<file path="src/rtl/xfer_seq_pkg.sv">
package xfer_seq_pkg;

  typedef enum logic [1:0] {
    MARK_NONE = 2'd0,
    MARK_EOP  = 2'd1,
    MARK_EOL  = 2'd2
  } mark_e;

  function automatic logic port_is_32b(input int unsigned port_bytes);
    return port_bytes == 4;
  endfunction

endpackage

</file>
<file path="src/rtl/xfer_trig_queue.sv">
module xfer_trig_queue #(
  parameter int unsigned PEND_W = 4
) (
  input  logic clk,
  input  logic rst_n,
  input  logic sync_clr,
  input  logic trig_v,
  input  logic seq_done,
  output logic busy,
  output logic start
);

  localparam logic [PEND_W-1:0] PEND_MAX = {PEND_W{1'b1}};
  localparam logic [PEND_W-1:0] PEND_ONE = PEND_W'(1);

  logic [PEND_W-1:0] pend_q, pend_d;
  logic              busy_q, busy_d;
  logic              start_ok, have_pend, reg_en;

  assign start_ok  = !busy_q || seq_done;
  assign have_pend = (pend_q != '0);
  assign reg_en    = sync_clr || trig_v || start_ok;

  always_comb begin
    pend_d = pend_q;
    busy_d = busy_q;
    start  = 1'b0;
    if (sync_clr) begin
      pend_d = '0;
      busy_d = 1'b0;
    end else if (start_ok) begin
      if (have_pend) begin
        start  = 1'b1;
        busy_d = 1'b1;
        pend_d = trig_v ? pend_q : (pend_q - PEND_ONE);
      end else if (trig_v) begin
        start  = 1'b1;
        busy_d = 1'b1;
      end else begin
        busy_d = 1'b0;
      end
    end else if (trig_v) begin
      pend_d = pend_q + PEND_ONE;
    end
  end

  always_ff @(posedge clk or negedge rst_n) begin
    if (!rst_n) begin
      pend_q <= '0;
      busy_q <= 1'b0;
    end else if (reg_en) begin
      pend_q <= pend_d;
      busy_q <= busy_d;
    end
  end

  assign busy = busy_q;

  // queue depth must never wrap
  a_r9_no_overflow: assert property (@(posedge clk) disable iff (!rst_n)
    !(pend_q == PEND_MAX && trig_v && !start_ok && !sync_clr));

  // a clear leaves the channel idle
  a_r1_clear_idle: assert property (@(posedge clk) disable iff (!rst_n)
    sync_clr |=> !busy_q);

  // an unaccepted run keeps the strobe up
  a_r3_hold_busy: assert property (@(posedge clk) disable iff (!rst_n)
    (busy_q && !seq_done && !sync_clr) |=> busy_q);

endmodule

</file>
<file path="src/rtl/xfer_elem_counter.sv">
module xfer_elem_counter #(
  parameter int unsigned ECNT_W = 8
) (
  input  logic              clk,
  input  logic              rst_n,
  input  logic              sync_clr,
  input  logic              start,
  input  logic              accept,
  input  logic [ECNT_W-1:0] cfg_elem_cnt,
  output logic              last_elem
);

  localparam logic [ECNT_W-1:0] ONE = ECNT_W'(1);

  logic [ECNT_W-1:0] idx_q, idx_d;
  logic              idx_en;

  assign last_elem = (idx_q == (cfg_elem_cnt - ONE));
  assign idx_en    = sync_clr || start || accept;

  always_comb begin
    idx_d = idx_q;
    if (sync_clr || start || (accept && last_elem))
      idx_d = '0;
    else if (accept)
      idx_d = idx_q + ONE;
  end

  always_ff @(posedge clk or negedge rst_n) begin
    if (!rst_n)
      idx_q <= '0;
    else if (idx_en)
      idx_q <= idx_d;
  end

  // the element position stays inside the run
  a_r2_idx_bound: assert property (@(posedge clk) disable iff (!rst_n)
    accept |-> (idx_q < cfg_elem_cnt));

endmodule

</file>
<file path="src/rtl/xfer_pkt_counter.sv">
module xfer_pkt_counter
  import xfer_seq_pkg::*;
#(
  parameter int unsigned FCNT_W = 8
) (
  input  logic              clk,
  input  logic              rst_n,
  input  logic              sync_clr,
  input  logic              beat_last,
  input  logic              seq_done,
  input  logic [FCNT_W-1:0] cfg_fifo_cnt,
  input  logic              cfg_eol,
  output mark_e             mark
);

  localparam logic [FCNT_W-1:0] ONE = FCNT_W'(1);

  logic [FCNT_W-1:0] op_q, op_d;
  logic              delineate, last_op, op_en;

  assign delineate = (cfg_fifo_cnt != '0);
  assign last_op   = delineate && (op_q == (cfg_fifo_cnt - ONE));
  assign op_en     = sync_clr || seq_done;

  always_comb begin
    mark = MARK_NONE;
    if (beat_last && last_op)
      mark = cfg_eol ? MARK_EOL : MARK_EOP;
  end

  always_comb begin
    op_d = op_q;
    if (sync_clr || (seq_done && (last_op || !delineate)))
      op_d = '0;
    else if (seq_done)
      op_d = op_q + ONE;
  end

  always_ff @(posedge clk or negedge rst_n) begin
    if (!rst_n)
      op_q <= '0;
    else if (op_en)
      op_q <= op_d;
  end

  // run count stays below the packet limit
  a_r10_op_bound: assert property (@(posedge clk) disable iff (!rst_n)
    delineate |-> (op_q < cfg_fifo_cnt));

  // count restarts after the closing run
  a_r10_op_wrap: assert property (@(posedge clk) disable iff (!rst_n)
    (seq_done && last_op && !sync_clr) |=> (op_q == '0));

endmodule

</file>
<file path="src/rtl/xfer_acc_width.sv">
module xfer_acc_width
  import xfer_seq_pkg::*;
#(
  parameter int unsigned PORT_BYTES = 4,
  parameter int unsigned BYTE_W     = 4
) (
  input  logic [BYTE_W-1:0] cfg_elem_bytes,
  input  logic              cfg_acc32,
  output logic [BYTE_W-1:0] wr_bytes
);

  localparam logic [BYTE_W-1:0] FOUR = BYTE_W'(4);

  generate
    if (port_is_32b(PORT_BYTES)) begin : g_port32
      assign wr_bytes = cfg_acc32 ? FOUR : cfg_elem_bytes;
    end else begin : g_portx
      logic unused_acc32;
      assign unused_acc32 = cfg_acc32;
      assign wr_bytes     = cfg_elem_bytes;
    end
  endgenerate

endmodule

</file>
<file path="src/rtl/trig_xfer_seq.sv">
module trig_xfer_seq
  import xfer_seq_pkg::*;
#(
  parameter int unsigned PORT_BYTES = 4,
  parameter int unsigned BYTE_W     = 4,
  parameter int unsigned ECNT_W     = 8,
  parameter int unsigned FCNT_W     = 8,
  parameter int unsigned PEND_W     = 4
) (
  input  logic              clk,
  input  logic              rst_n,
  input  logic              sync_clr,
  input  logic              trig,
  input  logic [BYTE_W-1:0] cfg_elem_bytes,
  input  logic [ECNT_W-1:0] cfg_elem_cnt,
  input  logic [FCNT_W-1:0] cfg_fifo_cnt,
  input  logic              cfg_eol,
  input  logic              cfg_acc32,
  input  logic              wr_ready,
  output logic              wr_valid,
  output logic [BYTE_W-1:0] wr_bytes,
  output logic              wr_eop,
  output logic              wr_eol
);

  logic  trig_v, busy, start, accept, last_elem, seq_done, beat_last;
  mark_e mark;

  assign trig_v    = trig && (cfg_elem_cnt != '0);
  assign accept    = busy && wr_ready;
  assign seq_done  = accept && last_elem;
  assign beat_last = busy && last_elem;

  xfer_trig_queue #(.PEND_W(PEND_W)) u_queue (
    .clk      (clk),
    .rst_n    (rst_n),
    .sync_clr (sync_clr),
    .trig_v   (trig_v),
    .seq_done (seq_done),
    .busy     (busy),
    .start    (start)
  );

  xfer_elem_counter #(.ECNT_W(ECNT_W)) u_elem (
    .clk          (clk),
    .rst_n        (rst_n),
    .sync_clr     (sync_clr),
    .start        (start),
    .accept       (accept),
    .cfg_elem_cnt (cfg_elem_cnt),
    .last_elem    (last_elem)
  );

  xfer_pkt_counter #(.FCNT_W(FCNT_W)) u_pkt (
    .clk          (clk),
    .rst_n        (rst_n),
    .sync_clr     (sync_clr),
    .beat_last    (beat_last),
    .seq_done     (seq_done),
    .cfg_fifo_cnt (cfg_fifo_cnt),
    .cfg_eol      (cfg_eol),
    .mark         (mark)
  );

  xfer_acc_width #(.PORT_BYTES(PORT_BYTES), .BYTE_W(BYTE_W)) u_width (
    .cfg_elem_bytes (cfg_elem_bytes),
    .cfg_acc32      (cfg_acc32),
    .wr_bytes       (wr_bytes)
  );

  assign wr_valid = busy;
  assign wr_eop   = (mark == MARK_EOP);
  assign wr_eol   = (mark == MARK_EOL);

  // a marker rides only on a strobed beat
  a_r12_mark_on_beat: assert property (@(posedge clk) disable iff (!rst_n)
    (wr_eop || wr_eol) |-> wr_valid);

  // the two markers exclude each other
  a_r12_one_mark: assert property (@(posedge clk) disable iff (!rst_n)
    !(wr_eop && wr_eol));

endmodule

</file>
<file path="config.mk">
export PLATFORM = sky130hd
export DESIGN_NAME = trig_xfer_seq
export DESIGN_NICKNAME = d
export VERILOG_FILES = /design/src/rtl/xfer_seq_pkg.sv /design/src/rtl/xfer_trig_queue.sv /design/src/rtl/xfer_elem_counter.sv /design/src/rtl/xfer_pkt_counter.sv /design/src/rtl/xfer_acc_width.sv /design/src/rtl/trig_xfer_seq.sv
export SDC_FILE = /design/constraint.sdc
export NUM_CORES = 1
export LEC_CHECK = 0
export CORE_UTILIZATION = 40
export CTS_BUF_LIST = sky130_fd_sc_hd__clkbuf_16
export CTS_CLUSTER_SIZE = 12
export DETAILED_ROUTE_END_ITERATION = 8
export DONT_BUFFER_PORTS = 1
export MAX_ROUTING_LAYER = met4
export PLACE_DENSITY = 0.66
export SYNTH_ARGS = -nofsm -noshare
export SYNTH_HDL_FRONTEND = slang
export SYNTH_SLANG_ARGS = --single-unit
</file>
<file path="constraint.sdc">
create_clock -name clk -period 2.71 [get_ports clk]
set_input_delay 0 -clock clk [delete_from_list [all_inputs] [get_ports clk]]
set_output_delay 0 -clock clk [all_outputs]
set_load 0.01 [all_outputs]
</file>
==> results.md <==
* Longest Clk Path Bufs at 2
* PortBufs at 0
* Clock share of power at 27.4%
* Clk slew on worst S/H paths at 60 ps
* Critical path, cell by cell: or2b_1, o21ai_0, a41o_2, a21o_4, a21o_4, xor2_1, ha_2, a21oi_2, o21a_1, nand2_1, o21ai_1, nand2_1, o211a_1
* Reg2reg end: u_queue.pend_q[2]
* Total Wirelength at 4240 µm
* Worst clock skew at 5.465 ps
* Antenna violations before repair at 0
* Fin. Hold Viols at 0
* Number of synthesized flops with an enable pin at 0
* Initial Util at 42.67%
* Layout overhead on the synthesized area at 13.37%
* Via count at 1703
* Largest net degree at the start of global routing at 22
* First-pass GRT wire length at 7348 µm
* Slew of the pin with the lowest slew margin at 980.8 ps
* Std-Cell Rows at 24
* Top-area cell type share of the netlist area at 27.52%
* Post-synth ARST share at 100.0%
* Avg Cell Area, Syn at 8.301 µm²
* Yosys cell types at 55
* Status: finished, violations left
* Worst path required time at 2850 ps
* Minimum clock period at between 2000 and 3000 ps
* R2r setup slk at 130 ps
* Net count, final at 278
* Hold Path Sink: u_queue.pend_q[3]
* Max Cap Violations at 0
* Syn Nets at roughly 270
* Layout cells sized above 1 at 16.12%
* Failing checks: DRC
* Hold Startpoint: sync_clr
* Logic pwr share at 37.8%
* Rel. slew slack at ~34%
* Setup CP Type: reg2reg
* Power Total at 1.152 mW
* Vias per cell at 5.793
* Critical Path Start: u_elem.idx_q[6]
* Ant. Diodes at 0
* CP max stage cell: dfrtp_2
* WP data arrival at 2720 ps
* Cell Int Power at 0.7626 mW
* Synth Area in Compound Gates at around 16%
* Power Dens Cells at 532.2 mW/mm²
* Placed insts at 286
* Worst-case reg-to-reg path depth at 13
* RD Place Congestion at 0.9043
* CTS tree: done
* Setup-failing EPs final at 0
* Die W at 71.09 µm
* Largest stage delay, worst path at approximately 440 ps
* Synth area leader: dfrtp_1
* Adder-cell area share of the yosys netlist at 5.242%
* GR Util All Layers at 18.92%
* Die ar. at 0.005054 mm²
* Routed WL per cell at 14.42 µm
* Synthesized flop and latch total at 21
* Root Driver: clkbuf_16
* Synth Warn # at 0
* Vias in the first global route at roughly 1600
* CP Launch Type: register
* Hold Path Stages at 2
* Clock latency on the worst-skew pair at 260 ps
* Post-route insts no fill at approximately 300
* Min-Delay Path Class: in2reg
* Top_reg_cell synth: dfrtp_1
* TritonCTS Buffers at 3
* RSZ-0062 raised after global routing: true
* Crit. End Element: register
* Reg-to-reg startpoint: u_elem.idx_q[6]
* Ports at 34
* Pleak at 0.9003 nW
* Clock tree sinks at 21
* Switch Pwr at 0.3894 mW
* Routed Antenna Nets at 0
* Tcrit/Tclk final at 95.02%
* Die Span Y at 71.09 µm
* Cell with the most instances after synthesis: nor2_1
* Top post-synthesis cells by count: 25 x nor2_1, 21 x dfrtp_1, 17 x nand2_1, 15 x nand3_1, 15 x xnor2_1
* DRT iter0 DRCs at 106
* Sw frac at 33.80%
* DRT Pass-1 Iters at 7
* Cell count after synthesis at 230
* GRT overflow at 0
* Area contributors post-synth: dfrtp_1 28%, xnor2_1 6.9%, ha_1 5.2%
* Sequential power share at 34.8%
* Dpl hpwl at 3235 µm
* Worst vdd ir at 0.0003691 V
* # DRC at 4
* Largest family of logic cells by synthesized area: simple AND/OR/NAND/NOR gates
* Mapped Area at 0.001909 mm²
* Max Clock Freq at between 300 and 400 MHz
* Core area at between 0.004 and 0.005 mm²
* Register area share after synthesis at 27.52%
* H-tree depth at 1
* Post-Synth Simple-Gate Area at a little under a third
* Final Slew Violations at 0
* XOR/XNOR Fraction of Synth Area at ~11%
* Multiplexer share of the synthesized area at about 4.1%
* Critical path peak fanout at 6
[worst max path at each step]
| stage | depth (start not counted) | endpoint |
|---|---|---|
| after CTS | 14 | u_queue.pend_q[2] |
| final | 13 | u_queue.pend_q[2] |
| after global routing | 14 | u_queue.pend_q[2] |
| after global placement | 10 | u_queue.pend_q[3] |
| after detailed placement | 10 | u_queue.pend_q[3] |
| after floorplan | 12 | u_queue.pend_q[3] |
[state kept, by name, summed over array words and instances, names as in the netlist]
register,count
u_pkt.op_q,8
u_queue.busy,1
u_queue.pend_q,4
u_elem.idx_q,8
[placed cells by master (no fill, tap or decap), types with 6 or more instances in the layout]
cell | synthesis | final
nand2_1 | 17 | 17
a21oi_1 | 11 | 9
ha_1 | 8 | 6
xor2_1 | 10 | 10
inv_1 | 13 | 13
nand3_1 | 15 | 15
xnor2_1 | 15 | 14
a31oi_1 | 6 | 6
buf_4 | 0 | 12
nor2_1 | 25 | 25
nor3_1 | 9 | 9
dfrtp_1 | 21 | 20
nor2b_1 | 7 | 7
[worst max-delay path: cells and delay by family, from the launching register on]
family          cells  cell delay (ps)
compound gates      8             1380
simple gates        3              300
xor+xnor            1              150
flops               1              440
fa+ha+maj           1              190
[cell families (layout without fill, tap and decap cells)]
group,count (synthesis),after routing
muxes,6,6
AOI/OAI and AO/OA,41,41
DFF,21,21
buffers and inverters,19,31
xor gates and xnor gates,25,25
adders and majority gates,8,8
and+or+nand+nor,110,110
[layout make-up]
class | instances | area (µm²)
clock buffers | 3 | 75.07
flip-flops and latches | 21 | 526.8
fillers | 427 | 2310
repair buffers | 14 | 110.1
multi-input cells | 190 | 1334
clock inverters | 1 | 5.005
inverters | 13 | 48.80
well taps | 52 | 65.06
[what timing repair did]
action	CTS	global route
resized for setup	0	8
hold endpoints to repair	40	0
setup buffers	0	2
setup endpoints to repair	0	2
hold buffers	2	0
[routing by layer]
layer	part of all wire, %	vias to the layer above	global-route usage, %
met4	1.4	0	7.111
met1	45	806	22.77
met2	49	40	31.62
met5	0	-	-
met3	4.6	5	3.419
li1	-	852	-
[per-stage QoR]
step | hold slack [ps] | utilization, % | TNS, ps | cell area [µm²] | setup slack (ps)
6_report | 2.372 | 48.38 | 0 | 2165 | 135.0
5_1_grt | 18.84 | 48.38 | -95.14 | 2165 | -95.14
4_1_cts | 3.180 | 47.26 | 0 | 2115 | 2.695
3_5_place_dp | -295.1 | 45.02 | 0 | 2014 | 44.66
3_3_place_gp | -295.2 | 45.02 | 0 | 2014 | 87.51
2_1_floorplan | -295.6 | - | -13.47 | 1913 | -13.47
[power groups by stage]
stage               registers (mW)  logic, mW  clock network, mW
floorplan                    0.381      0.342                  0
global placement             0.401      0.396                  0
detailed placement           0.402      0.402                  0
CTS                          0.396      0.416              0.326
global route                 0.409      0.497              0.338
finish                       0.401      0.435              0.316
Power figures use the tool's default switching activity.
